===== src/rtl/bfc_pkg.sv =====
package bfc_pkg;

  localparam int NUM_CH = 3;
  localparam int CH_IFETCH = 0;
  localparam int CH_DBUS   = 1;
  localparam int CH_SBUS   = 2;

  localparam logic [7:0] OFF_STATUS  = 8'h0C;
  localparam logic [7:0] OFF_CONTROL = 8'h10;

  // byte offset of the address register belonging to channel ch
  function automatic logic [7:0] chan_offset(input int ch);
    return 8'(ch * 4);
  endfunction

  // a channel loads when it is armed, enabled, faulting and not being cleared
  function automatic logic capture_hit(input logic fault, input logic enable,
                                       input logic seen, input logic clear);
    return fault && enable && !seen && !clear;
  endfunction

  // next value of a fault-seen bit: clear wins over a new hit
  function automatic logic next_seen(input logic seen, input logic clear,
                                     input logic hit);
    if (clear) return 1'b0;
    return seen || hit;
  endfunction

endpackage


===== src/rtl/bfc_ctrl.sv =====
module bfc_ctrl
  import bfc_pkg::*;
#(
  parameter int AW = 8,
  parameter int DW = 32
) (
  input  logic          clk,
  input  logic          rst_n,
  input  logic          wr,
  input  logic [AW-1:0] addr,
  input  logic [DW-1:0] wdata,
  output logic          enable,
  output logic          clr_all
);

  logic wr_ctrl;

  assign clr_all = wr && (addr == AW'(OFF_STATUS));
  assign wr_ctrl = wr && (addr == AW'(OFF_CONTROL));

  always_ff @(posedge clk) begin
    if (!rst_n) begin
      enable <= 1'b0;
    end else if (wr_ctrl) begin
      enable <= wdata[0];
    end
  end

endmodule


===== src/rtl/bfc_channel.sv =====
module bfc_channel
  import bfc_pkg::*;
#(
  parameter int DW = 32
) (
  input  logic          clk,
  input  logic          rst_n,
  input  logic          enable,
  input  logic          clr_all,
  input  logic          fault,
  input  logic [DW-1:0] fault_addr,
  output logic          seen,
  output logic [DW-1:0] held_addr,
  output logic          cap_evt
);

  assign cap_evt = capture_hit(fault, enable, seen, clr_all);

  always_ff @(posedge clk) begin
    if (!rst_n) begin
      seen <= 1'b0;
    end else begin
      seen <= next_seen(seen, clr_all, cap_evt);
    end
  end

  always_ff @(posedge clk) begin
    if (!rst_n) begin
      held_addr <= '0;
    end else if (cap_evt) begin
      held_addr <= fault_addr;
    end
  end

endmodule


===== src/rtl/bfc_rdmux.sv =====
module bfc_rdmux
  import bfc_pkg::*;
#(
  parameter int AW  = 8,
  parameter int DW  = 32,
  parameter int NCH = NUM_CH
) (
  input  logic [AW-1:0]     addr,
  input  logic [NCH*DW-1:0] held_flat,
  input  logic [NCH-1:0]    seen_vec,
  input  logic              enable,
  output logic [DW-1:0]     rdata
);

  logic [NCH-1:0]    ch_sel;
  logic [NCH*DW-1:0] ch_term;
  logic [DW-1:0]     ch_or;

  for (genvar i = 0; i < NCH; i++) begin : g_sel
    assign ch_sel[i] = (addr == AW'(chan_offset(i)));
    assign ch_term[i*DW +: DW] = ch_sel[i] ? held_flat[i*DW +: DW] : '0;
  end

  always_comb begin
    ch_or = '0;
    for (int i = 0; i < NCH; i++) begin
      ch_or = ch_or | ch_term[i*DW +: DW];
    end
  end

  always_comb begin
    rdata = ch_or;
    if (addr == AW'(OFF_STATUS)) begin
      rdata = DW'(seen_vec);
    end else if (addr == AW'(OFF_CONTROL)) begin
      rdata = DW'(enable);
    end
  end

endmodule


===== src/rtl/bus_fault_capture.sv =====
module bus_fault_capture
  import bfc_pkg::*;
#(
  parameter int AW = 8,
  parameter int DW = 32
) (
  input  logic          clk,
  input  logic          rst_n,
  input  logic          reg_wr,
  input  logic [AW-1:0] reg_addr,
  input  logic [DW-1:0] reg_wdata,
  output logic [DW-1:0] reg_rdata,
  input  logic          ifetch_fault,
  input  logic [DW-1:0] ifetch_addr,
  input  logic          dbus_fault,
  input  logic [DW-1:0] dbus_addr,
  input  logic          sbus_fault,
  input  logic [DW-1:0] sbus_addr
);

  localparam int NCH = NUM_CH;

  logic                cap_en;
  logic                clr_all;
  logic [NCH-1:0]      fault_vec;
  logic [NCH*DW-1:0]   fault_addr_flat;
  logic [NCH-1:0]      seen_vec;
  logic [NCH-1:0]      cap_vec;
  logic [NCH*DW-1:0]   held_flat;

  assign fault_vec[CH_IFETCH] = ifetch_fault;
  assign fault_vec[CH_DBUS]   = dbus_fault;
  assign fault_vec[CH_SBUS]   = sbus_fault;
  assign fault_addr_flat[CH_IFETCH*DW +: DW] = ifetch_addr;
  assign fault_addr_flat[CH_DBUS*DW +: DW]   = dbus_addr;
  assign fault_addr_flat[CH_SBUS*DW +: DW]   = sbus_addr;

  bfc_ctrl #(.AW(AW), .DW(DW)) u_ctrl (
    .clk     (clk),
    .rst_n   (rst_n),
    .wr      (reg_wr),
    .addr    (reg_addr),
    .wdata   (reg_wdata),
    .enable  (cap_en),
    .clr_all (clr_all)
  );

  for (genvar i = 0; i < NCH; i++) begin : g_ch
    bfc_channel #(.DW(DW)) u_ch (
      .clk        (clk),
      .rst_n      (rst_n),
      .enable     (cap_en),
      .clr_all    (clr_all),
      .fault      (fault_vec[i]),
      .fault_addr (fault_addr_flat[i*DW +: DW]),
      .seen       (seen_vec[i]),
      .held_addr  (held_flat[i*DW +: DW]),
      .cap_evt    (cap_vec[i])
    );
  end

  bfc_rdmux #(.AW(AW), .DW(DW), .NCH(NCH)) u_rd (
    .addr      (reg_addr),
    .held_flat (held_flat),
    .seen_vec  (seen_vec),
    .enable    (cap_en),
    .rdata     (reg_rdata)
  );

endmodule


===== config.mk =====
export PLATFORM = sky130hd
export DESIGN_NAME = bus_fault_capture
export DESIGN_NICKNAME = d
export VERILOG_FILES = /design/src/rtl/bfc_pkg.sv /design/src/rtl/bfc_ctrl.sv /design/src/rtl/bfc_channel.sv /design/src/rtl/bfc_rdmux.sv /design/src/rtl/bus_fault_capture.sv
export SDC_FILE = /design/constraint.sdc
export NUM_CORES = 1
export LEC_CHECK = 0
export CORE_UTILIZATION = 43
export DETAILED_ROUTE_END_ITERATION = 6
export GPL_TIMING_DRIVEN = 0
export PLACE_DENSITY = 0.8
export SYNTH_ARGS = -nofsm -noshare
export SYNTH_HDL_FRONTEND = slang
export SYNTH_SLANG_ARGS = --single-unit

===== constraint.sdc =====
create_clock -name clk -period 2.42 [get_ports clk]
set_input_delay 0.484 -clock clk [delete_from_list [all_inputs] [get_ports clk]]
set_output_delay 0.484 -clock clk [all_outputs]
set_load 0.02 [all_outputs]

After elaboration in Yosys (flattened, before gate mapping). Index checks and enable logic that the tools add are counted.

Reduce and logical (&&, ||, !) cells: 19. Mux-type cells: 11. Equality and inequality tests: 4. Bitwise gates (word level): 2.

Operators by type and width (number): 32-bit 2-to-1 mux (5); 32-bit bitwise OR (2); 8-bit by 4-bit == test with 1-bit output, second input constant (2); 1-bit logical AND (11); 8-bit by 3-bit == test with 1-bit output, second input constant (1); 8-bit by 5-bit == test with 1-bit output, second input constant (1); 8-bit zero test (1); 1-bit 2-to-1 mux (6); 1-bit zero test (4); 1-bit logical OR (3).

Flip-flop bits (word level): 100. Word-level logic and storage cells: 43. Output and inout port bits: 32.

Logic depth before layout (Yosys ltp).
Word-level depth: 6. Gate-level depth with buffers: 7. Depth with buffers taken out: 4.

Modules after synthesis. A second synthesis with hierarchy kept.

Cell total of the unflattened synthesis: 590. Area total of the unflattened synthesis: 5196.2 sq um.

Modules (own cells, without submodules): bfc_channel (cells each 143, instances 3, area an instance 1332.5 sq um); bfc_rdmux (cells each 150, instances 1, area an instance 1111.1 sq um); bfc_ctrl (cells each 11, instances 1, area an instance 87.6 sq um).

Least setup slack after synthesis. No wires, ideal clock.

Kind: in2out. From: input reg_addr[5]. To: output reg_rdata[0]. Path buffers: 1. Stages: 5. Arrival: 1783 ps. Path slack: 153 ps. Data required time: 1936 ps. Cells stage by stage: nor4_1 -> and4b_1 -> buf_2 -> a22oi_1 -> a31oi_1.

Cells in the longest elaborated chain, start to end: 6. Elaborated cells between the ends (all ways): 12. Classes of those cells: eq/ne (4); mux (5); bitwise (2); reduce/logical (1).

RTL lines: from (decl) (RTL line bus_fault_capture.sv:10) `input logic [AW-1:0] reg_addr,`; 8-bit by 3-bit == test with 1-bit output / 8-bit zero test (equally long branches) (RTL line bfc_rdmux.sv:20) `assign ch_sel[i] = (addr == AW'(chan_offset(i)));`; 32-bit 2-to-1 mux (RTL line bfc_rdmux.sv:21) `assign ch_term[i*DW +: DW] = ch_sel[i] ? held_flat[i*DW +: DW] : '0;`; 32-bit bitwise OR (2 in series) (RTL line bfc_rdmux.sv:27) `ch_or = ch_or | ch_term[i*DW +: DW];`; 32-bit 2-to-1 mux (RTL line bfc_rdmux.sv:35) `end else if (addr == AW'(OFF_CONTROL)) begin`; 32-bit 2-to-1 mux * (RTL line bfc_rdmux.sv:33) `if (addr == AW'(OFF_STATUS)) begin`; to (decl) (RTL line bus_fault_capture.sv:12) `output logic [DW-1:0] reg_rdata,`.

Mark *: on every way between the ends. The rest lies on a longest branch, timed or not.

Final worst setup path.
From: input reg_addr[6]. To: output reg_rdata[0].

Same word-level chain as after synthesis.

==> run metrics <==
status=complete, no violations; DR vias=4,755; portion of total power attributed to the clock network=0.356; number of sinks handled by clock tree synthesis=100; Internal Dissipation=roughly 2.3 mW; path depth of the worst reg2reg path=6; CTS clock-pin slew for the worst setup and hold paths=0.09 ns; combined area of the multi-input logic cells=2000 µm²; net count of the mapped netlist=679; vertical extent of the die=102 µm; Final setup violation count=0; sequential area share after synthesis=0.469; gpl congestion=0.879; htree depth=3; clock period minus final worst setup slack=2.40 ns; count leader, synth=sky130_fd_sc_hd__dfxtp_1; ranking of synthesized cells by instance count=sky130_fd_sc_hd__dfxtp_1 (100), sky130_fd_sc_hd__nand3_1 (98), sky130_fd_sc_hd__nand2_1 (97); Max Clock Freq=between 400 and 500 MHz; Routed Antenna Nets=0; count of input and output buffers=141; Std-Cell Rows=36; Layout Cell Area excl Fill=6070 µm²; HPWL after detailed placement=10.1 mm; ANT cells=0; clock tree buffer depth=2; EDFF count, synth=0; CTS tree=built; cell area after synthesis=4270 µm²; number of global-route vias before repair=about 4,700; Worst Hold End=g_ch[1].u_ch.held_addr[31]; final worst-path cycle share=0.992; final routed DRC violation total=0; first-pass GRT wire length=approximately 22 mm; Worst R2R Setup Slack=0.49 ns; critical path start-end classification=input pin to output port; Gate Count Post-Synth=~540; launching point of the worst reg2reg path=u_ctrl.enable; Top-Level Pins=between 150 and 200; critical path startpoint category=input pin; endpoint of the most critical register-to-register path=g_ch[0].u_ch.held_addr[31]; growth of design area from synthesis to finish=42.0%; critical-path cell with the highest stage delay=sky130_fd_sc_hd__and4b_4; crit-path most repeated cell=sky130_fd_sc_hd__buf_6; Horiz. Die Dim=102 µm; register cell area after layout=approximately 2000 µm²; Floorplan Core Area=around 9700 µm²; total iterations of the first detailed-routing run=5; share of post-route cells with drive strength above 1=0.131; per-cell via count in the routed design=5.69; data arrival time at the worst-slack endpoint=about 1.9 ns; ys async rst share=0; DRT iter0 DRCs=348; cell leakage power=approximately 2.4 nW; worst hold path cell count=2; starting utilization of the core area=0.441; hold violation count in the final report=0; Power Total=between 3 and 4 mW; final count of pins violating max slew=0; Ys Warns=0; worst ir drop on vdd=roughly 0.00024 V; endpoint class of the critical path=output port; most used flip-flop cell after synthesis=sky130_fd_sc_hd__dfxtp_1; CP cell instances=buf_6 -> nor4_4 -> and4b_4 -> buf_6 -> a22oi_2 -> a31oi_1 -> buf_4; final clock skew=0.0146 ns; number of hold-repair buffers added at the cts stage=0; cell type with the highest aggregate area in the netlist=sky130_fd_sc_hd__dfxtp_1; cell at the root of the clock tree=sky130_fd_sc_hd__clkbuf_8; number of flip-flops and latches in the synthesized netlist=100; post-detailed-route wirelength per cell=17.2 µm; areal power density over the cells=497 nW/µm²; Layout Nets=~840; Max Cap Violations=0; Post-Route Setup TNS=0 ns; Area contributors post-synth=sky130_fd_sc_hd__dfxtp_1 (47%), sky130_fd_sc_hd__nand3_1 (11%), sky130_fd_sc_hd__o21ai_0 (10%); Crit path largest cell delay=0.38 ns; initial antenna violation count=0; worst hold path type=flip-flop to flip-flop; overall routing resource usage=0.280; largest net degree at the start of global routing=16; DRT Wirelength=14.4 mm; top-area cell type share of the netlist area=0.469; Die Footprint=10,300 µm²; transition time at the pin with the least slew margin=0.584 ns; number of unique standard cell types used by synthesis=34; fraction of power spent switching nets=0.230; number of inserted filler cells in the final layout=830; net load switching power=695 µW; number of buffers inserted during clock tree synthesis=9; post-layout utilization of the core=0.626; clock latency of the later-clocked register in the worst-skew pair=0.37 ns; Worst slew margin=0.609; launch instance of the worst min-delay path=g_ch[1].u_ch.held_addr[31]; Worst Path Required=1.94 ns; remaining global-route overflow=0; Crit Path Max Fanout=5; share of power burned in combinational logic=0.099; total cell area at the placement stage=roughly 5800 µm²; mean area per synthesized cell=7.95 µm²; sequential group share of total power=0.545
[stage by stage]
stage                     instances  worst slack (ns)  hold slack (ns)
final                           836            0.0191            0.458
after global routing            836           -0.0346            0.479
after CTS                       834           -0.0601            0.455
after detailed placement        811             -1.28            0.442
after global placement          811             -1.20            0.437
after floorplan                 537             0.153            0.424
[cells by family after synthesis]
group / count (synthesis) / synth area share
compound gates: 137 / 0.205
mux: 4 / 0.0129
simple gates: 215 / 0.238
flops: 100 / 0.469
buf+inv: 81 / 0.0762
[flip-flops by register name, summed over array words and instances, names as in the netlist]
register / count
g_ch.u_ch.held_addr: 96
g_ch.u_ch.seen: 3
u_ctrl.enable: 1
[how the worst max path moves through the flow]
stage | end | startpoint | slack, ns
floorplan | reg_rdata[0] | reg_addr[5] | 0.15
global placement | reg_rdata[0] | reg_addr[4] | -1.20
detailed placement | reg_rdata[0] | reg_addr[4] | -1.28
CTS | reg_rdata[0] | reg_addr[5] | -0.06
global route | reg_rdata[0] | reg_addr[6] | -0.03
finish | reg_rdata[0] | reg_addr[6] | 0.02
[layout make-up]
class / instances / share of cell area
buffer: 50 / 0.0404
clock buffer: 11 / 0.0233
clock inverter: 4 / 0.00825
inverter: 30 / 0.0186
multi-input combinational: 356 / 0.329
sequential: 100 / 0.330
tap: 133 / 0.0274
timing repair buffer: 152 / 0.223
[power groups by stage]
stage	Sequential [mW]	Clock, mW	Combinational [mW]
floorplan	1.68	0	0.0632
global placement	1.68	0	0.282
detailed placement	1.68	0	0.282
CTS	1.64	1.07	0.293
global route	1.65	1.15	0.314
finish	1.64	1.07	0.299
[critical path, delay by kind of cell]
family / cells / cell delay (ns)
simple gates: 2 / 0.69
buf+inv: 3 / 0.45
compound gates: 2 / 0.29
[routing by layer]
layer	global-route usage	vias up	wire length (µm)	share of wire
li1	-	2231	-	-
met1	0.346	2221	5770	0.40
met2	0.472	262	6880	0.48
met3	0.0476	41	1270	0.088
met4	0.139	0	459	0.032
met5	0	-	0	0
[layout by cell type, fill, tap and decap left out, types with 2 or more instances in the layout]
master	netlist	layout
sky130_fd_sc_hd__clkinvlp_4	0	2
sky130_fd_sc_hd__clkbuf_8	0	10
sky130_fd_sc_hd__clkbuf_4	0	2
sky130_fd_sc_hd__nor4_4	0	2
sky130_fd_sc_hd__buf_1	9	9
sky130_fd_sc_hd__dfxtp_1	100	100
sky130_fd_sc_hd__a21oi_1	3	3
sky130_fd_sc_hd__nand2_1	97	97
sky130_fd_sc_hd__inv_1	30	30
sky130_fd_sc_hd__mux2_2	2	2
sky130_fd_sc_hd__o21ai_1	10	10
sky130_fd_sc_hd__clkbuf_2	1	2
sky130_fd_sc_hd__a22o_1	2	2
sky130_fd_sc_hd__buf_4	3	15
sky130_fd_sc_hd__o21ai_0	86	86
sky130_fd_sc_hd__a31oi_2	3	3
sky130_fd_sc_hd__nor2_1	5	4
sky130_fd_sc_hd__nand3_1	98	98
sky130_fd_sc_hd__buf_2	7	28
sky130_fd_sc_hd__buf_6	0	12
sky130_fd_sc_hd__a222oi_1	29	29
sky130_fd_sc_hd__nand3b_1	3	3
sky130_fd_sc_hd__nor4b_4	2	2
sky130_fd_sc_hd__clkdlybuf4s50_1	0	101
sky130_fd_sc_hd__clkbuf_1	31	32
[timing repair]
action / in CTS / in global routing
pin swaps: 22 / 7
setup endpoints to repair: 32 / 30
gates cloned: 2 / 0
setup buffers: 6 / 3
resized for setup: 177 / 29
hold endpoints to repair: 0 / 0
No activity file was read; power rests on OpenSTA's default activity.
